$ cat config.mk
export PLATFORM = sky130hd
export DESIGN_NAME = spx_readout
export DESIGN_NICKNAME = d
export VERILOG_FILES = /design/src/rtl/spx_pkg.sv /design/src/rtl/spx_frame_timer.sv /design/src/rtl/spx_pixel_cell.sv /design/src/rtl/spx_readout.sv
export SDC_FILE = /design/constraint.sdc
export NUM_CORES = 1
export LEC_CHECK = 0
export BUFFER_PORTS_ARGS = -buffer_cell sky130_fd_sc_hd__buf_2
export CAP_MARGIN = 20
export CORE_MARGIN = 2
export CORE_UTILIZATION = 35
export CTS_BUF_LIST = sky130_fd_sc_hd__clkbuf_4 sky130_fd_sc_hd__clkbuf_8
export CTS_CLUSTER_DIAMETER = 40
export CTS_CLUSTER_SIZE = 28
export DETAILED_ROUTE_END_ITERATION = 12
export SLEW_MARGIN = 20
export SYNTH_ARGS = -nofsm -noshare
export SYNTH_HDL_FRONTEND = slang
export SYNTH_SLANG_ARGS = --single-unit
export TNS_END_PERCENT = 5
$ cat constraint.sdc
create_clock -name clk -period 2.66 [get_ports clk]
set_input_delay 0.399 -clock clk [delete_from_list [all_inputs] [get_ports clk]]
set_output_delay 0.399 -clock clk [all_outputs]
set_load 0.01 [all_outputs]
$ cat src/rtl/spx_pkg.sv
package spx_pkg;
    typedef enum logic [1:0] {
        SPX_IDLE   = 2'd0,
        SPX_EXPOSE = 2'd1,
        SPX_READ   = 2'd2
    } spx_state_e;
endpackage

$ cat src/rtl/spx_frame_timer.sv
module spx_frame_timer #(
    parameter int TW = 8
) (
    input  logic          clk,
    input  logic          rst_n,
    input  logic          clear,
    input  logic          run,
    input  logic          tick,
    output logic [TW-1:0] count
);
    typedef struct packed {
        logic [TW-1:0] cnt;
    } tmr_t;

    tmr_t tmr_d, tmr_q;

    always_comb begin
        tmr_d = tmr_q;
        if (clear) begin
            tmr_d.cnt = '0;
        end else if (run && tick && (tmr_q.cnt != '1)) begin
            tmr_d.cnt = tmr_q.cnt + TW'(1);
        end
    end

    always_ff @(posedge clk or negedge rst_n) begin
        if (!rst_n) tmr_q <= '0;
        else        tmr_q <= tmr_d;
    end

    assign count = tmr_q.cnt;

    // saturated timer holds until cleared
    assert_saturate_R3: assert property (@(posedge clk) disable iff (!rst_n)
        (count == '1 && !clear) |=> (count == '1));

    // one step per tick below the ceiling
    assert_step_R3: assert property (@(posedge clk) disable iff (!rst_n)
        (run && tick && !clear && count != '1) |=> (count == $past(count) + TW'(1)));

    // clear returns to zero
    assert_clear_R2: assert property (@(posedge clk) disable iff (!rst_n)
        clear |=> (count == '0));
endmodule

$ cat src/rtl/spx_pixel_cell.sv
module spx_pixel_cell #(
    parameter int             DW   = 8,
    parameter int             AW   = 8,
    parameter logic [AW-1:0]  ADDR = '0
) (
    input  logic          clk,
    input  logic          rst_n,
    input  logic          clear,
    input  logic          arm,
    input  logic [DW-1:0] sample,
    input  logic [DW-1:0] thresh,
    input  logic [DW-1:0] stamp_now,
    output logic          hit,
    output logic [DW-1:0] value,
    output logic [DW-1:0] stamp,
    output logic [AW-1:0] addr
);
    typedef struct packed {
        logic          hit;
        logic [DW-1:0] val;
        logic [DW-1:0] stamp;
    } cell_t;

    localparam cell_t CELL_RST = '{hit: 1'b0, val: '0, stamp: '1};

    cell_t cell_d, cell_q;

    always_comb begin
        cell_d = cell_q;
        if (clear) begin
            cell_d = CELL_RST;
        end else if (arm && !cell_q.hit && (sample >= thresh)) begin
            cell_d.hit   = 1'b1;
            cell_d.val   = sample;
            cell_d.stamp = stamp_now;
        end
    end

    always_ff @(posedge clk or negedge rst_n) begin
        if (!rst_n) cell_q <= CELL_RST;
        else        cell_q <= cell_d;
    end

    assign hit   = cell_q.hit;
    assign value = cell_q.val;
    assign stamp = cell_q.stamp;
    assign addr  = ADDR;

    // first crossing is kept until the next exposure
    assert_first_only_R5: assert property (@(posedge clk) disable iff (!rst_n)
        (hit && !clear) |=> (hit && $stable(value) && $stable(stamp)));

    // exposure start wipes the record
    assert_wipe_R2: assert property (@(posedge clk) disable iff (!rst_n)
        clear |=> (!hit && stamp == '1 && value == '0));
endmodule

$ cat src/rtl/spx_readout.sv
module spx_readout #(
    parameter int NPIX = 16,
    parameter int DW   = 8,
    parameter int AW   = 8
) (
    input  logic               clk,
    input  logic               rst_n,
    input  logic               expose_start,
    input  logic               readout_start,
    input  logic               sparse_mode,
    input  logic               tick,
    input  logic [DW-1:0]      thresh,
    input  logic [NPIX*DW-1:0] pix_samples,
    input  logic               out_ready,
    output logic               out_valid,
    output logic [AW-1:0]      out_addr,
    output logic [DW-1:0]      out_intensity,
    output logic [DW-1:0]      out_stamp,
    output logic               out_eof,
    output logic               out_empty
);
    import spx_pkg::*;

    localparam int IDXW = (NPIX > 1) ? $clog2(NPIX) : 1;

    typedef struct packed {
        spx_state_e      state;
        logic            sparse;
        logic [IDXW-1:0] cur;
        logic            empty;
    } scan_t;

    scan_t scan_d, scan_q;

    logic            px_clear, px_arm, tmr_run;
    logic [DW-1:0]   t_now;
    logic [NPIX-1:0] hit_vec;
    logic [DW-1:0]   val_arr   [NPIX];
    logic [DW-1:0]   stamp_arr [NPIX];
    logic [AW-1:0]   addr_arr  [NPIX];

    assign px_clear = expose_start && (scan_q.state != SPX_READ);
    assign px_arm   = (scan_q.state == SPX_EXPOSE) && !readout_start && !px_clear;
    assign tmr_run  = (scan_q.state == SPX_EXPOSE);

    spx_frame_timer #(.TW(DW)) u_timer (
        .clk   (clk),
        .rst_n (rst_n),
        .clear (px_clear),
        .run   (tmr_run),
        .tick  (tick),
        .count (t_now)
    );

    for (genvar gi = 0; gi < NPIX; gi++) begin : g_cell
        spx_pixel_cell #(
            .DW   (DW),
            .AW   (AW),
            .ADDR (AW'(gi))
        ) u_cell (
            .clk       (clk),
            .rst_n     (rst_n),
            .clear     (px_clear),
            .arm       (px_arm),
            .sample    (pix_samples[gi*DW +: DW]),
            .thresh    (thresh),
            .stamp_now (t_now),
            .hit       (hit_vec[gi]),
            .value     (val_arr[gi]),
            .stamp     (stamp_arr[gi]),
            .addr      (addr_arr[gi])
        );
    end

    // lowest flagged pixel, used when a sparse scan begins
    logic [IDXW-1:0] first_flag;
    logic            any_flag;
    always_comb begin
        first_flag = '0;
        any_flag   = 1'b0;
        for (int i = NPIX - 1; i >= 0; i--) begin
            if (hit_vec[i]) begin
                first_flag = IDXW'(i);
                any_flag   = 1'b1;
            end
        end
    end

    // next pixel above the current one that the latched mode would send
    logic [IDXW-1:0] nxt_idx;
    logic            has_nxt;
    always_comb begin
        nxt_idx = '0;
        has_nxt = 1'b0;
        for (int i = NPIX - 1; i >= 0; i--) begin
            if ((i > int'(scan_q.cur)) && (!scan_q.sparse || hit_vec[i])) begin
                nxt_idx = IDXW'(i);
                has_nxt = 1'b1;
            end
        end
    end

    assign out_valid     = (scan_q.state == SPX_READ);
    assign out_empty     = out_valid && scan_q.empty;
    assign out_eof       = out_valid && (scan_q.empty || !has_nxt);
    assign out_addr      = scan_q.empty ? '0 : addr_arr[scan_q.cur];
    assign out_intensity = scan_q.empty ? '0 : val_arr[scan_q.cur];
    assign out_stamp     = scan_q.empty ? '0 : stamp_arr[scan_q.cur];

    always_comb begin
        scan_d = scan_q;
        case (scan_q.state)
            SPX_IDLE, SPX_EXPOSE: begin
                if (expose_start) begin
                    scan_d.state = SPX_EXPOSE;
                end else if (readout_start) begin
                    scan_d.state  = SPX_READ;
                    scan_d.sparse = sparse_mode;
                    scan_d.cur    = sparse_mode ? first_flag : '0;
                    scan_d.empty  = sparse_mode && !any_flag;
                end
            end
            SPX_READ: begin
                if (out_ready) begin
                    if (out_eof) begin
                        scan_d.state = SPX_IDLE;
                        scan_d.empty = 1'b0;
                    end else begin
                        scan_d.cur = nxt_idx;
                    end
                end
            end
            default: scan_d.state = SPX_IDLE;
        endcase
    end

    always_ff @(posedge clk or negedge rst_n) begin
        if (!rst_n) scan_q <= '{state: SPX_IDLE, sparse: 1'b0, cur: '0, empty: 1'b0};
        else        scan_q <= scan_d;
    end

    // a stalled beat does not change
    assert_hold_R11: assert property (@(posedge clk) disable iff (!rst_n)
        (out_valid && !out_ready) |=> (out_valid && $stable(out_addr) &&
            $stable(out_intensity) && $stable(out_stamp) && $stable(out_eof)));

    // a sparse beat always names a flagged pixel
    assert_flagged_R7: assert property (@(posedge clk) disable iff (!rst_n)
        (out_valid && scan_q.sparse && !out_empty) |-> hit_vec[scan_q.cur]);

    // an empty beat closes the frame
    assert_empty_R10: assert property (@(posedge clk) disable iff (!rst_n)
        out_empty |-> out_eof);

    // addresses rise within a frame
    assert_order_R6: assert property (@(posedge clk) disable iff (!rst_n)
        (out_valid && out_ready && !out_eof) |=> (out_valid && out_addr > $past(out_addr)));

    // the stream stops after the last beat
    assert_stop_R9: assert property (@(posedge clk) disable iff (!rst_n)
        (out_valid && out_ready && out_eof) |=> !out_valid);
endmodule

# Yosys cells after proc, flatten, opt, wreduce, memory -nomap -nowiden
# Memories as Yosys holds them, arrays and structs flattened.
# Cells that the tools add are included.
[classes] bitwise=2 eq_ne=10 mux=118 n_reduce_logical=116 add_sub_neg=1 magnitude_cmp=32
[ops] cell="two-way mux 17 bit" count=32
[ops] cell="two-way mux 4 bit" count=33
[ops] cell="greater-or-equal comparator 8 bit" count=16
[ops] cell="two-way mux 8 bit" count=12
[ops] cell="binary-select mux 8 bit (select 4 bit)" count=2
[ops] cell="logical AND 1 bit" count=55
[ops] cell="nonzero test 2 bit" count=18
[ops] cell="> comparator 4 bit (first input constant)" count=8
[ops] cell="two-way mux 1 bit" count=32
[ops] cell="zero test 1 bit" count=21
[ops] cell="> comparator 3 x 4 -> 1 bit (first input constant)" count=4
[ops] cell="logical OR 1 bit" count=16
[ops] cell="two-way mux 5 bit" count=2
[ops] cell="inequality test 2 bit (second input constant)" count=5
[ops] cell="case mux 5 bit (2 select lines)" count=1
[ops] cell="AND reduction 5 bit" count=2
[ops] cell="adder 8 x 1 -> 8 bit (second input constant)" count=1
[ops] cell="> comparator 2 x 4 -> 1 bit (first input constant)" count=2
[ops] cell="inequality test 8 bit (second input constant)" count=1
[ops] cell="two-way mux 2 bit" count=3
[ops] cell="AND reduction 3 bit" count=2
[ops] cell="greater-or-equal comparator 5 bit (second input constant)" count=1
[ops] cell="inverter 4 -> 5 bit" count=1
[ops] cell="> comparator 1 x 4 -> 1 bit (first input constant)" count=1
[ops] cell="other kinds (8)" count=8
[totals] memories=1 romBits=128 output_inout_bits=27 elab_cells=333 ff_bits=288
[mem_list] name="(name not given)" words=16 width=8 read_ports=1 rd_ports_with_merged_regs=0 wr=0 line="spx_readout.sv:106" source="assign out_addr = scan_q.empty ? '0 : addr_arr[scan_q.cur];"

# Longest topological paths before layout
[logic_depth] depth_word=24 depth_mapped=10

# Modules after synthesis
# A second synthesis with hierarchy kept.
[unflattened] cells_unflattened=2121 area_unflattened_um2=21866.0
[by_module_without_submodules] module="spx_pixel_cell at g_cell[10].u_cell ..." instances=15 area_per_inst_um2=1082.3 cells_each=110
[by_module_without_submodules] module="spx_readout" instances=1 area_per_inst_um2=4139.0 cells_each=319
[by_module_without_submodules] module="spx_pixel_cell at g_cell[0].u_cell" instances=1 area_per_inst_um2=1078.5 cells_each=109
[by_module_without_submodules] module="spx_frame_timer" instances=1 area_per_inst_um2=414.1 cells_each=43

# Worst setup path after synthesis
# OpenSTA, ideal clock, no wires.
[synth_path] path_type="input to register" startpoint="input port thresh[5]" endpoint="register g_cell[5].u_cell.cell_q, in the netlist g_cell[5].u_cell.stamp[3]" slack_ps=260 stages=7 t_required_ps=2584 path_buffers=2 t_arrival_ps=2324 setup_ps=76 path_cell_list="inv_1 ha_1 a2111oi_0 a311o_1 buf_2 buf_4 mux2i_1"
[synth_via] elab_chain_cells=3
[synth_rtl] element="from (decl)" line="spx_readout.sv:12" source="input logic [DW-1:0] thresh,"
[synth_rtl] element="greater-or-equal comparator 8 bit" line="spx_pixel_cell.sv:32" source="end else if (arm && !cell_q.hit && (sample >= thresh)) begin"
[synth_rtl] element="logical AND 1 bit" line="spx_pixel_cell.sv:32"
[synth_rtl] element="nonzero test 2 bit (no source line)"
[synth_rtl] element="to (signal assigned)" line="spx_pixel_cell.sv:41" source="else cell_q <= cell_d;"
[synth_rtl] element="to (decl)" line="spx_pixel_cell.sv:26" source="cell_t cell_d, cell_q;"
# No other way between the ends.
# A chain may end at the register's enable or synchronous reset.

# Worst setup path after layout
[layout_path] startpoint="register scan_q[1] in the netlist's numbering" endpoint="output port out_intensity[5]"
[layout_via] elab_chain_cells=5
[layout_rtl] element="from (decl)" line="spx_readout.sv:33" source="scan_t scan_d, scan_q;"
[layout_rtl] element="from (signal assigned)" line="spx_readout.sv:138" source="if (!rst_n) scan_q <= '{state: SPX_IDLE, sparse: 1'b0, cur: '0, empty: 1'b0};"
[layout_rtl] element="from (signal assigned)" line="spx_readout.sv:139" source="else scan_q <= scan_d;"
[layout_rtl] element="inverter 4 -> 5 bit (implied by the code)" line="spx_readout.sv:107" source="assign out_intensity = scan_q.empty ? '0 : val_arr[scan_q.cur];"
[layout_rtl] element="binary-select mux 8 bit (select 4 bit)" line="spx_readout.sv:107"
[layout_rtl] element="two-way mux 8 bit (implied by the code) (2 in a row)" line="spx_readout.sv:107"
[layout_rtl] element="two-way mux 8 bit" line="spx_readout.sv:107"
[layout_rtl] element="to (decl)" line="spx_readout.sv:17" source="output logic [DW-1:0] out_intensity,"
# No other way between the ends. The select of a mux whose other input is x is not followed.

==> metrics.md <==
| Metric | Value |
|---|---|
| Status | `finished with violations` |
| Failing checks | `setup timing` |
| Average size of a mapped cell | `10.82 um^2` |
| M1 GR Usage | `28.84%` |
| Period utilization | `119.8%` |
| Vias per inst | `5.207` |
| Crit path top cell by count | `mux4_2` |
| Clock tree buffer depth | `3` |
| Post-Syn Area | `0.01769 mm^2` |
| Reg2Reg Depth | `10` |
| Initial antenna violation count | `5` |
| VDD IR-drop max | `0.0003717 V` |
| Slew at the pin closest to its max-slew limit | `0.7678 ns` |
| Post-DP HPWL | `39660 um` |
| Ys flop type | `dfrtp_1` |
| Vias in the first global route | `14720` |
| Largest net degree at the start of global routing | `63` |
| Final Slew Violations | `0` |
| Buf+Inv Stages, Crit Path | `3` |
| Cell count after synthesis | `1635` |
| Beginning of the worst register-to-register path | `scan_q[1]` |
| Clk Latency, worst-skew pair | `0.65 ns` |
| Hold endpoint | `g_cell[4].u_cell.value[6]` |
| Area after DPL | `0.01988 mm^2` |
| Crit end category | `primary output` |
| Int Pwr | `10.08 mW` |
| Die Y | `228.8 um` |
| Fill cell total of the finished layout | `4725` |
| GR Layer Usage met2 | `34.13%` |
| Pwr dens | `676.2 mW/mm^2` |
| Initial DRC Count | `1042` |
| Max_cap viols | `0` |
| Clk pwr share | `31.4%` |
| # clock sinks | `288` |
| CP arrival | `2.79 ns` |
| Crit path launch type | `flip-flop` |
| Setup ws final | `-0.5278 ns` |
| Max Freq | `313.7 MHz` |
| Clk root buf | `clkbuf_8` |
| WP data required | `2.26 ns` |
| Gr busiest metal | `met2` |
| Htree depth | `2` |
| GRT overflow | `0` |
| GR Layer Usage met3 | `2.807%` |
| Post-route design area | `0.02245 mm^2` |
| Number of synthesized register bits | `288` |
| Area grow syn2layout | `26.91%` |
| Full die area | `0.05236 mm^2` |
| Reg2reg setup slack | `0.07 ns` |
| Width of the die | `228.8 um` |
| Final hold vios | `0` |
| Seq/Total Area, Yosys | `41.64%` |
| Clk_skew | `0.05381 ns` |
| Sequential share of power | `36.5%` |
| Distinct cells, synth | `65` |
| Layout Cells excl Fill | `2652` |
| Hold Path Stages | `3` |
| Combinational share of power | `32.1%` |
| Crit-path max FO | `6` |
| RePlAce Congestion | `0.8780` |
| Worst path slowest cell | `mux4_2` |
| Layout cell share with drive strength beyond 1 | `29.46%` |
| Sw Ratio | `33.59%` |
| Routed wire length | `54710 um` |
| Via count | `13810` |
| Slew headroom | `48.76%` |
| DR pass1 iterations | `5` |
| Final ANT Viol Nets | `0` |
| Clk pin slew, worst setup/hold paths | `0.08 ns` |
| CTS Buf Count | `49` |
| Hold/Removal Path Class | `input pin to flip-flop` |
| Min Tclk post-route | `3.188 ns` |
| Placement Rows | `82` |
| I/O Pins | `170` |
| Largest stage delay, worst path | `0.57 ns` |
| Cell Count Post-Placement | `2449` |
| Gr usage total | `21.01%` |
| Setup Viol. Count Final | `17` |
| Crit Path Class | `flip-flop to primary output` |
| First-pass GRT wire length | `85760 um` |
| Number of flops mapped to enable cells by yosys | `0` |
| Hold wc startpoint | `pix_samples[38]` |
| Fin nets | `2212` |
| Avg WL per Cell | `20.63 um` |
| Setup TNS | `-7.753 ns` |
| Syn. warnings | `0` |
| Initial Utilization | `35.34%` |
| Core area | `0.05007 mm^2` |
| Psw | `5.100 mW` |
| CTS tree | `yes` |
| Critical Path, Cell by Cell | `buf_12, clkbuf_16, mux4_2, mux4_2, and2_4, buf_6` |
| FF/Latch Area | `0.007376 mm^2` |
| Worst path top cell family by delay | `multiplexers` |
| Pleak | `11.67 nW` |
| Ys async rst share | `100.0%` |
| Worst r2r dst | `scan_q[3]` |
| Unrepaired setup endpoints after global routing | `true` |
| Multi-input logic area | `0.009338 mm^2` |
| Drt drc | `0` |
| # port buffers | `165` |
tightest hold or removal path: stages:
cell and delay (ns):
buf_2 0.11, inv_1 0.05, mux2i_1 0.06
state kept, by name, indices dropped and copies added, names as in the netlist:
signal / count
g_cell.u_cell.stamp: 128
g_cell.u_cell.value: 128
g_cell.u_cell.hit: 16
scan_q: 8
u_timer.count: 8
power groups by stage:
stage | Sequential [mW] | Combinational (mW) | Clock, mW
after floorplan | 5.33 | 2.90 | 0
after global placement | 5.61 | 4.14 | 0
after detailed placement | 5.60 | 4.24 | 0
after CTS | 5.53 | 4.72 | 4.87
after global routing | 5.60 | 5.26 | 5.07
final | 5.54 | 4.88 | 4.76
how the worst max path moves through the flow:
stage | from | to | slack, ns | cells past startpoint
after floorplan | thresh[5] | g_cell[5].u_cell.stamp[3] | 0.26 | 7
after global placement | scan_q[1] | out_intensity[6] | 0.12 | 5
after detailed placement | scan_q[1] | out_stamp[1] | 0.09 | 5
after CTS | scan_q[1] | out_intensity[4] | -0.55 | 6
after global routing | scan_q[1] | out_intensity[7] | -0.58 | 6
final | scan_q[1] | out_intensity[5] | -0.53 | 6
cells by family (layout without fill, tap and decap cells):
group           Yosys count  in the layout  synth area share [%]
compound gates          159            159                 6.308
xor+xnor                  5              5                0.2475
fa+ha+maj               129            129                 9.123
buf+inv                 258            599                 6.231
flops                   288            288                 41.64
mux                     341            341                 24.98
other cells               1              5               0.02120
simple gates            454            454                 11.45
through the flow:
| stage | util, % | hold WS [ns] | setup WS, ns | power (mW) |
|---|---|---|---|---|
| after detailed placement | 39.70 | 0.3909 | 0.09473 | 9.841 |
| after CTS | 44.54 | 0.00003936 | -0.5496 | 15.12 |
| after floorplan | - | 0.1034 | 0.2601 | 8.226 |
| after global placement | 39.70 | 0.3824 | 0.1191 | 9.744 |
| after global routing | 44.84 | 0.01957 | -0.5794 | 15.92 |
| final | 44.84 | 0.03719 | -0.5278 | 15.18 |
routing by layer:
metal,share of wire (%),up-vias
li1,-,6319
met1,46,6970
met2,47,412
met3,4.7,103
met4,2.9,6
met5,0.060,-
cell usage after synthesis, types with 2 or more instances:
cell type,number,area (um^2)
a21o_1,11,82.58
o211ai_1,7,52.55
dfstp_2,128,3363
a31oi_1,3,18.77
dfrtp_1,160,4004
nor2b_1,14,87.58
nand3_1,12,60.06
o21ai_0,41,205.2
mux2i_1,257,2572
and2_1,23,143.9
a22oi_1,2,15.01
clkbuf_1,43,161.4
xnor2_1,5,43.79
nand4_1,25,156.4
a31o_2,2,17.52
nand2b_1,28,175.2
and3_1,2,12.51
a2111oi_0,6,52.55
nand2_1,165,619.3
mux2_1,3,33.78
a311o_1,5,50.05
nor3_1,19,95.09
inv_1,161,604.3
a21oi_1,38,190.2
nand3b_1,3,22.52
buf_2,29,145.1
buf_6,5,56.30
mux4_2,80,1802
buf_4,16,120.1
a21boi_0,3,22.52
o2111ai_1,11,96.34
o21a_1,9,67.56
clkinv_1,3,11.26
ha_1,129,1614
nor4_1,4,25.02
nor2_1,152,570.6
o31ai_1,2,15.01
o21bai_1,2,15.01
placed cells by master, fill, tap and decap left out, types with 4 or more instances in the layout:
master / n
mux2i_1: 257
nand2_1: 164
inv_1: 161
dfrtp_1: 157
nor2_1: 152
buf_2: 149
ha_1: 129
dfstp_2: 128
dlygate4sd3_1: 99
mux4_2: 80
clkbuf_8: 56
o21ai_0: 41
a21oi_1: 38
buf_12: 37
buf_4: 37
nand2b_1: 28
nand4_1: 25
nor3_1: 19
and2_4: 16
buf_6: 16
nor2b_1: 14
nand3_1: 12
a21o_1: 11
o21a_1: 9
and2_1: 7
o211ai_1: 7
clkinvlp_4: 7
o2111ai_1: 6
a2111oi_0: 6
clkinv_2: 6
clkbuf_4: 6
bufinv_16: 6
o2111ai_2: 5
xnor2_1: 5
a311o_1: 5
nor4_1: 4
conb_1: 4
buf_16: 4
timing repair:
item                                    in CTS  in global routing
gates cloned                                 3                  2
pin swaps                                    3                  2
endpoints found under the setup margin      17                 17
gates resized for setup                     30                 18
endpoints found under the hold margin      128                  0
buffers inserted                             6                  2
hold buffers                                99                  0
cell type report:
class | instances | share of cell area (%)
Antenna cell | 1 | 0.01115
Multi-Input combinational cell | 1092 | 41.59
Inverter | 164 | 2.742
Timing Repair Buffer | 345 | 13.85
Sequential cell | 288 | 32.85
Tap cell | 672 | 3.745
Clock buffer | 62 | 3.633
Clock inverter | 28 | 1.577
Power figures use the tool's default switching activity.
